===== src/rtl/gstat_pkg.sv =====
package gstat_pkg;

    localparam int CODE_W = 3;
    localparam int N_SRC  = 5;
    localparam int FSM_W  = 2;

    typedef enum logic [CODE_W-1:0] {
        ST_RD_LO = 3'b000,
        ST_RD_HI = 3'b001,
        ST_WR_LO = 3'b010,
        ST_WR_HI = 3'b011,
        ST_START = 3'b111
    } stcode_e;

    typedef enum logic [FSM_W-1:0] {
        S_IDLE = 2'd0,
        S_HOLD = 2'd1,
        S_GAP  = 2'd2
    } fsm_e;

    // Slot index in the priority vector -> code; slot 0 wins.
    function automatic stcode_e code_of(input int slot);
        stcode_e c;
        case (slot)
            0:       c = ST_RD_HI;
            1:       c = ST_WR_HI;
            2:       c = ST_RD_LO;
            3:       c = ST_WR_LO;
            default: c = ST_START;
        endcase
        return c;
    endfunction

endpackage


===== src/rtl/gstat_pick.sv =====
module gstat_pick
    import gstat_pkg::*;
#(
    parameter int N = N_SRC
) (
    input  logic [N-1:0] pend,
    output logic         any,
    output stcode_e      code
);

    logic [N-1:0] hit;

    genvar i;
    generate
        for (i = 0; i < N; i++) begin : g_hit
            if (i == 0) begin : g_first
                assign hit[i] = pend[i];
            end else begin : g_rest
                assign hit[i] = pend[i] & ~(|pend[i-1:0]);
            end
        end
    endgenerate

    assign any = |pend;

    always_comb begin
        code = ST_START;
        for (int k = 0; k < N; k++) begin
            if (hit[k]) code = code_of(k);
        end
    end

endmodule


===== src/rtl/gstat_fsm.sv =====
module gstat_fsm
    import gstat_pkg::*;
(
    input  logic    clk,
    input  logic    rst_n,
    input  logic    any,
    input  stcode_e pick,
    input  logic    done,
    output logic    gnt,
    output stcode_e st
);

    fsm_e    state_q, state_d;
    stcode_e code_q;

    // State register and captured code.
    always_ff @(posedge clk) begin
        if (!rst_n) begin
            state_q <= S_IDLE;
            code_q  <= ST_START;
        end else begin
            state_q <= state_d;
            if (state_q != S_HOLD && any) code_q <= pick;
        end
    end

    // Transitions: issue, rest, keep, release.
    always_comb begin
        state_d = state_q;
        unique case (state_q)
            S_IDLE, S_GAP: state_d = any  ? S_HOLD : S_IDLE;
            S_HOLD:        state_d = done ? S_GAP  : S_HOLD;
            default:       state_d = S_IDLE;
        endcase
    end

    // Outputs.
    always_comb begin
        gnt = 1'b0;
        st  = ST_START;
        unique case (state_q)
            S_HOLD: begin
                gnt = 1'b1;
                st  = code_q;
            end
            default: begin
                gnt = 1'b0;
                st  = ST_START;
            end
        endcase
    end

endmodule


===== src/rtl/gstat_arbiter.sv =====
module gstat_arbiter
    import gstat_pkg::*;
(
    input  logic              clk,
    input  logic              rst_n,
    input  logic              mst_req_i,
    input  logic              rd_hi_pend_i,
    input  logic              rd_lo_pend_i,
    input  logic              wr_hi_pend_i,
    input  logic              wr_lo_pend_i,
    input  logic              xfer_done_i,
    output logic              gnt_o,
    output logic [CODE_W-1:0] st_o
);

    logic [N_SRC-1:0] pend;
    logic             any;
    stcode_e          pick;
    stcode_e          st;

    // Slot order is the priority order.
    assign pend = {mst_req_i, wr_lo_pend_i, rd_lo_pend_i, wr_hi_pend_i, rd_hi_pend_i};

    gstat_pick #(.N(N_SRC)) u_pick (
        .pend (pend),
        .any  (any),
        .code (pick)
    );

    gstat_fsm u_fsm (
        .clk   (clk),
        .rst_n (rst_n),
        .any   (any),
        .pick  (pick),
        .done  (xfer_done_i),
        .gnt   (gnt_o),
        .st    (st)
    );

    assign st_o = st;

endmodule


===== config.mk =====
export PLATFORM = sky130hd
export DESIGN_NAME = gstat_arbiter
export DESIGN_NICKNAME = d
export VERILOG_FILES = /design/src/rtl/gstat_pkg.sv /design/src/rtl/gstat_pick.sv /design/src/rtl/gstat_fsm.sv /design/src/rtl/gstat_arbiter.sv
export SDC_FILE = /design/constraint.sdc
export NUM_CORES = 1
export LEC_CHECK = 0
export ABC_CLOCK_PERIOD_IN_PS = 1100
export BUFFER_PORTS_ARGS = -buffer_cell sky130_fd_sc_hd__buf_2
export CELL_PAD_IN_SITES_DETAIL_PLACEMENT = 0
export CELL_PAD_IN_SITES_GLOBAL_PLACEMENT = 1
export CORE_AREA = 2 2 39 41
export CTS_BUF_LIST = sky130_fd_sc_hd__clkbuf_2 sky130_fd_sc_hd__clkbuf_4 sky130_fd_sc_hd__clkbuf_8
export DETAILED_ROUTE_END_ITERATION = 12
export DIE_AREA = 0 0 41 43
export HOLD_SLACK_MARGIN = 0.1
export PLACE_DENSITY = 0.49
export RECOVER_POWER = 100
export SLEW_MARGIN = 0
export SYNTH_ARGS = -nofsm -noshare
export SYNTH_HDL_FRONTEND = slang
export SYNTH_SLANG_ARGS = --single-unit

===== constraint.sdc =====
create_clock -name clk -period 1.1 [get_ports clk]
set_input_delay 0.275 -clock clk [delete_from_list [all_inputs] [get_ports clk]]
set_output_delay 0.275 -clock clk [all_outputs]
set_load 0.01 [all_outputs]

### Yosys cells after proc, flatten, opt, wreduce, memory -nomap -nowiden

Cells that the tools add are included.

* reduce and logical (&&, ||, !) cells: 7
* multiplexer cells: 10
* bitwise gates (word level): 8
* equal/unequal tests: 3

Operator list (count)
* $mux W3: 6
* $reduce_or A5 Y1: 1
* $and A1 B1 Y1: 4
* $not A1 Y1: 4
* $pmux W2 S2: 1
* $reduce_or A2 Y1: 2
* $reduce_or A4 Y1: 1
* $reduce_or A3 Y1: 1
* $eq A2 B1 Y1 const B: 1
* $eq A2 B2 Y1 const B: 1
* $logic_not A2 Y1: 1
* $mux W1: 2
* $mux W2: 1
* $ne A2 B1 Y1 const B: 1
* $logic_and A1 B1 Y1: 1

* register bits: 5
* word-level logic and storage cells: 30
* bits of input ports: 8

### Depth between registers and ports, before layout

Gate-level depths: netlist (run 1).

* depth in word-level cells: 6
* mapped depth: 4
* depth with buffers taken out: 4

### Hierarchy

From an unflattened synthesis (run 1), not the netlist that was laid out.

* cells, all modules: 29
* area, all modules: 242.7 um^2

Modules (own cells, without submodules)
* gstat_fsm: area an instance 206.4 um^2, times used 1, cells an instance 23
* gstat_pick: area an instance 36.3 um^2, times used 1, cells an instance 6

### Worst setup path before layout (run 1)

Ideal clock, no wire load.

* path type: reg2reg
* start point: register u_fsm.state_q[0]
* end point: register u_fsm.code_q[0]
* data arrival time: 901 ps
* clock period less this slack: 1024 ps
* data required time: 977 ps
* setup slack: 76 ps
* cell stages (with the launch flop): 4
* cell sequence: dfxtp_1 > or3b_1 > o41ai_1 > o21ai_1

* cells in the longest elaborated chain, start to end: 2

Ends and longest elaborated chain
* start, declared: line gstat_fsm.sv:13 `fsm_e state_q, state_d;`
* start signal, assigned: line gstat_fsm.sv:22 `state_q <= state_d;`
* $ne A2 B1 Y1: line gstat_fsm.sv:23 `if (state_q != S_HOLD && any) code_q <= pick;`
* $logic_and A1 B1 Y1: line gstat_fsm.sv:23
* end signal, assigned: line gstat_fsm.sv:23
* end, declared: line gstat_fsm.sv:14 `stcode_e code_q;`

Every way passes these cells.
A chain may end at the register's enable or synchronous reset.

### Worst setup path in the final report (run 1)

* start point: register u_fsm.state_q[0]
* end point: output port st_o[0]

* cells in the longest elaborated chain, start to end: 2

Ends and longest elaborated chain
* $eq A2 B1 Y1: line gstat_fsm.sv:41 `unique case (state_q)`
* $mux W3: line gstat_fsm.sv:41
* end, declared: line gstat_arbiter.sv:13 `output logic [CODE_W-1:0] st_o`

Every way passes these cells.

==> metrics.md, run 1 <==
| Metric | Value |
|---|---|
| Tcrit/Tclk final | 1.25 |
| Syn Nets | 36 |
| Worst setup path start | u_fsm.state_q[0] |
| DR iter-0 viols | 1 |
| Worst skew pair latency | about 0.25 ns |
| Pwr per Cell Area | 1320 nW/um^2 |
| Grt total ovfl | 0 |
| FP Rows | 14 |
| Post-DP Area | ~370 sq um |
| Setup WS pre-CTS | -0.106 ns |
| Max-cap viol count | 0 |
| Register clock-pin slew on the reported worst setup and hold paths | about 0.050 ns |
| Clock sinks | 5 |
| Top cells by count, synth | dfxtp_1, a21oi_1, nor2_1 |
| Final #Nets | 58 |
| Critical path class | register to primary output |
| Top cell type's share of synthesized area | 0.383 |
| DIE AREA | 1760 sq um |
| CTS Hold Bufs | 0 |
| Vias in the first global route | roughly 260 |
| Critical Path Start Type | register |
| Post-synthesis mux area share | 0 |
| Mean post-synth cell area | 9.34 sq um |
| Setup WS post-layout | -0.273 ns |
| Vias per Instance | around 4.4 |
| Crit Reg-Reg Startpoint | u_fsm.state_q[1] |
| Fin. Hold Viols | 0 |
| Layout area overhead | 64.1% |
| Final setup vio count | 6 |
| Compound-Gate Fraction of Synth Area | 0.249 |
| Final Skew | around 0.0046 ns |
| Main combinational cell family by area after synthesis | simple AND/OR/NAND/NOR gates |
| Fmax | between 0.7 and 0.8 GHz |
| Core Region | around 1400 sq um |
| Area leader, netlist | dfxtp_1 |
| N_diodes | 0 |
| CP Data Arrival Time | roughly 1.1 ns |
| RSZ-0062 raised after global routing | yes |
| Die X | 41 um |
| Cell area after synthesis | roughly 260 sq um |
| Wire length of the first global-routing pass | approximately 1000 um |
| Max-slew headroom | 0.775 |
| Hold Crit Class | primary input to register |
| DRT Wirelength | around 640 um |
| Pre-antenna DRT Iters | 2 |
| Largest fanout on the critical path | 3 |
| Post-route cell area | roughly 430 sq um |
| Vias | approximately 290 |
| Yosys reg bits | 5 |
| Crit path capture type | primary output |
| Hold path startpoint | rst_n |
| RD Place Congestion | a little over 0.7 |
| IO Port Bufs | 11 |
| Total I/O pin count | 12 |
| Most frequent cell after synthesis | dfxtp_1 |
| Library cells used by synthesis | 19 |
| Tightest Pin Transition | approximately 0.33 ns |
| Root Driver | clkbuf_4 |
| Peak VDD IR | ~0.34 mV |
| Crit path required time | slightly above 0.8 ns |
| YS warnings | 0 |
| WL/cell | a little under 10 um |
| Layout cells sized above 1 | 0.551 |
| Overall Global Routing Usage | 0.0925 |
| H-tree Lvls | 1 |
| Post-DRT Antenna Nets | 0 |
| Hold Slack | around 0.25 ns |
| TritonCTS clock tree | yes |
| Pins Over Slew Limit | 0 |
| Die Y | between 40 and 50 um |
| Drt drc | 0 |
| Min Clock Period, post-route | ~1.4 ns |
| P_leak | roughly 0.19 nW |
| Num CTS Buffers | 3 |
| Syn Inst Count | 28 |
| Register area share after synthesis | 0.383 |
| Clk buf depth | 2 |
| Initial antenna violation count | 0 |
| Setup TNS | -0.828 ns |
| Failing checks | setup timing |
| Post-DP HPWL | 484 um |
| Async SR Flop Fraction | 0 |
| Largest net degree at the start of global routing | 6 |
| Finished Core Util | 0.310 |
| Predominant post-synthesis flop cell | dfxtp_1 |
| XOR/XNOR share of the synthesized area | 0 |
| Post-synth EDFFs | 0 |
| Initial Util | 0.189 |
| Synth area leaders | dfxtp_1, nor4_4, a21oi_1 |
| Post-Synth Adder-Cell Area | 0 |
| Status | finished with violations |
| Synth Area in Simple Gates | 0.325 |
[critical path, cell delays in order, from the launching register on]
cell and delay [ns]:
dfxtp_2 0.34, or3b_4 0.39, buf_6 0.13
[per-stage QoR]
stage	cells	power, mW
final	65	0.566
after global routing	65	0.607
after CTS	65	0.581
after detailed placement	59	0.307
after global placement	59	0.306
after floorplan	28	0.253
[worst paths after layout]
check	endpoint	depth (start not counted)	slack (ns)
worst max register to register	u_fsm.code_q[0]	5	-0.05
worst min register to register	u_fsm.code_q[1]	2	0.49
worst max-delay path	st_o[0]	2	-0.27
worst min-delay path	u_fsm.code_q[1]	2	0.25
[logic make-up after synthesis]
| logic type | count (synthesis) |
|---|---|
| DFF | 5 |
| buffers and inverters | 3 |
| AOI/OAI and AO/OA | 9 |
| and+or+nand+nor | 11 |
[power by group]
group / switching, mW / internal, mW / leakage [nW] / total, mW
Sequential: 0.00680 / 0.196 / 0.0417 / 0.203
Clock: 0.0825 / 0.162 / 0.0184 / 0.245
Combinational: 0.0549 / 0.0634 / 0.131 / 0.118
Total: 0.144 / 0.422 / 0.191 / 0.566
[cells in the final DEF (no fill, tap or decap)]
master    count
buf_4         5
nor3b_2       1
inv_1         2
clkbuf_1      1
o21a_1        1
dfxtp_2       1
clkbuf_4      5
buf_2         8
o41ai_1       1
o211ai_2      1
a2111o_1      1
dfxtp_1       4
o21ai_0       1
or3b_4        1
o21ai_1       1
nand2b_2      1
nor2_1        3
nand2_1       1
a21oi_1       3
buf_6         2
nor4_4        1
nand2b_1      1
inv_4         1
and3_1        1
nor2b_1       1
[per-layer routing]
metal	global-route usage	vias up	share of wire	wire length, um
li1	-	142	-	-
met1	0.103	136	0.42	268
met2	0.119	7	0.49	312
met3	0.0524	0	0.085	54
met4	0.0800	0	0	0
met5	0	-	0	0
[cell type report]
type                       instances  area (sq um)
clock buffer                       4          30.0
inverter                           3          13.8
fill                             154           955
sequential                         5           101
timing repair buffer              17           111
tap                               16          20.0
multi-input combinational         20           153
[flip-flops by register name, indices dropped and copies added, names as in the netlist]
signal and count:
u_fsm.state_q 2, u_fsm.code_q 3
[what timing repair did]
item / in CTS / in global routing
endpoints found under the hold margin: 0 / 0
setup endpoints to repair: 4 / 6
pin swaps: 0 / 0
setup buffers: 2 / 0
resized for setup: 5 / 0
No activity file was read; power rests on OpenSTA's default activity.
==> run 2: changes to the inputs <==
BUFFER_PORTS_ARGS = unset   (was -buffer_cell sky130_fd_sc_hd__buf_2)
DONT_BUFFER_PORTS = 1   (was unset)
PLACE_DENSITY = 0.39   (was 0.49)
RECOVER_POWER = unset   (was 100)
==> metrics.md, run 2 (synthesis gave the netlist of run 1 again) <==
| Metric | Value |
|---|---|
| Final-layout fill cell count | 154 |
| Clk buf depth | 2 |
| Grt total ovfl | 0 |
| Status | finished with violations |
| Hold path startpoint | rst_n |
| Reg2reg path depth | 5 |
| P_leak | roughly 0.15 nW |
| Critical Path Start Type | register |
| Vias in the first global route | about 260 |
| Reg-to-reg slack, setup | -0.06 ns |
| Fmax | about 0.79 GHz |
| Initial antenna violation count | 0 |
| RSZ-0062 raised after global routing | yes |
| Largest register by flop count | u_fsm.code_q |
| Crit path capture type | primary output |
| Die X | just over 40 um |
| Register clock-pin slew on the reported worst setup and hold paths | about 0.050 ns |
| Setup WS pre-CTS | roughly 0.016 ns |
| FP Rows | 14 |
| Critical path class | register to primary output |
| CP max-delay cell | or3b_4 |
| Final #Nets | 45 |
| Vias per Instance | between 4 and 5 |
| Total I/O pin count | 12 |
| CP delay by family, top | simple AND/OR/NAND/NOR gates |
| Initial Util | 0.189 |
| Max FFs per register | 3 |
| Pins Over Slew Limit | 0 |
| Largest fanout on the critical path | 3 |
| Fin. Hold Viols | 0 |
| Top flop regs | u_fsm.code_q x3, u_fsm.state_q x2 |
| H-tree Lvls | 1 |
| Max-cap viol count | 0 |
| Layout cells sized above 1 | 0.500 |
| Tightest Pin Transition | approximately 0.34 ns |
| Crit path cell chain | or3b_4 |
| N_diodes | 0 |
| Largest net degree at the start of global routing | 7 |
| Hold Path Stages | 1 |
| WL/cell | roughly 13 um |
| Failing checks | setup timing |
| Die Y | between 40 and 50 um |
| Post-DP HPWL | approximately 470 um |
| Pre-antenna DRT Iters | 4 |
| Vias | 231 |
| Peak VDD IR | just under 0.3 mV |
| Drt drc | 0 |
| Post-DRT Antenna Nets | 0 |
| Most frequent cells in the layout | clkbuf_4, nor2_1, a21oi_1, buf_4, dfxtp_1 |
| TritonCTS clock tree | yes |
| Worst skew pair latency | 0.24 ns |
| IO Port Bufs | 0 |
| Clock sinks | 5 |
| RD Place Congestion | roughly 0.65 |
| Root Driver | clkbuf_4 |
| Final Skew | ~0.0006 ns |
| Worst-case hold path end point | u_fsm.code_q[0] |
| Critical Path Max Stage Delay | just over 0.4 ns |
| Tcrit/Tclk final | 1.15 |
| Final setup vio count | 6 |
| Crit Reg-Reg Startpoint | u_fsm.state_q[1] |
| Commonest non-fill, non-tap cell in the layout | clkbuf_4 |
| DIE AREA | ~1800 sq um |
| CP Data Arrival Time | 0.99 ns |
| Pwr per Cell Area | 1450 nW/um^2 |
| Bufs and invs on worst path | 0 |
| DR iter-0 viols | 3 |
| FF-to-FF End | u_fsm.code_q[1] |
| Setup WS post-layout | -0.163 ns |
| Finished Core Util | 0.267 |
| Min Clock Period, post-route | roughly 1.3 ns |
| Max-slew headroom | 0.772 |
| Layout area overhead | 41.1% |
| DRT Wirelength | ~660 um |
| Wire length of the first global-routing pass | between 1000 and 1500 um |
| Crit path required time | 0.82 ns |
| Hold Crit Class | primary input to register |
| Overall Global Routing Usage | 0.0953 |
| Num CTS Buffers | 3 |
| Core Region | between 1000 and 1500 sq um |
==> run 2: area by class of cell <==
class / instances / area, sq um / share of cell area
repair buffers: 4 / 32.5 / 0.0881
flip-flops and latches: 5 / 103 / 0.278
inverters: 3 / 13.8 / 0.0373
well taps: 16 / 20.0 / 0.0542
clock buffers: 4 / 30.0 / 0.0814
multi-input cells: 20 / 170 / 0.461
==> run 2: per-layer routing <==
metal	track usage	share of wire
met1	0.125	0.44
met2	0.119	0.47
met3	0.0314	0.089
met4	0.0800	0
met5	0	0
==> run 2: worst max-delay path by stage <==
stage                           startpoint              end  slack [ns]  depth (start not counted)
final                     u_fsm.state_q[0]          st_o[0]       -0.16                          1
after global routing      u_fsm.state_q[1]            gnt_o       -0.20                          3
after CTS                 u_fsm.state_q[0]          st_o[0]       -0.18                          1
after detailed placement  u_fsm.state_q[0]  u_fsm.code_q[0]        0.02                          3
after global placement    u_fsm.state_q[0]  u_fsm.code_q[0]        0.02                          3
after floorplan           u_fsm.state_q[0]  u_fsm.code_q[0]        0.08                          3
==> run 2: stage by stage <==
step	area (sq um)	cells	hold slack (ns)	total power [mW]	TNS, ns
2_1_floorplan	262	28	0.340	0.253	0
3_3_place_gp	297	46	0.343	0.272	0
3_5_place_dp	297	46	0.346	0.273	0
4_1_cts	360	52	0.103	0.548	-0.727
5_1_grt	369	52	0.104	0.574	-0.940
6_report	369	52	0.107	0.535	-0.598
==> run 2: repair_timing <==
item,CTS,global route
hold endpoints to repair,1,0
setup endpoints to repair,4,6
buffers inserted,1,0
gates resized for setup,5,2
hold buffers,1,0
pin swaps,0,0
==> run 2: where the power goes <==
part           switching, mW  leakage [nW]  internal (mW)
Sequential           0.00687        0.0413          0.197
Clock                 0.0825        0.0184          0.162
Combinational         0.0420        0.0926         0.0452
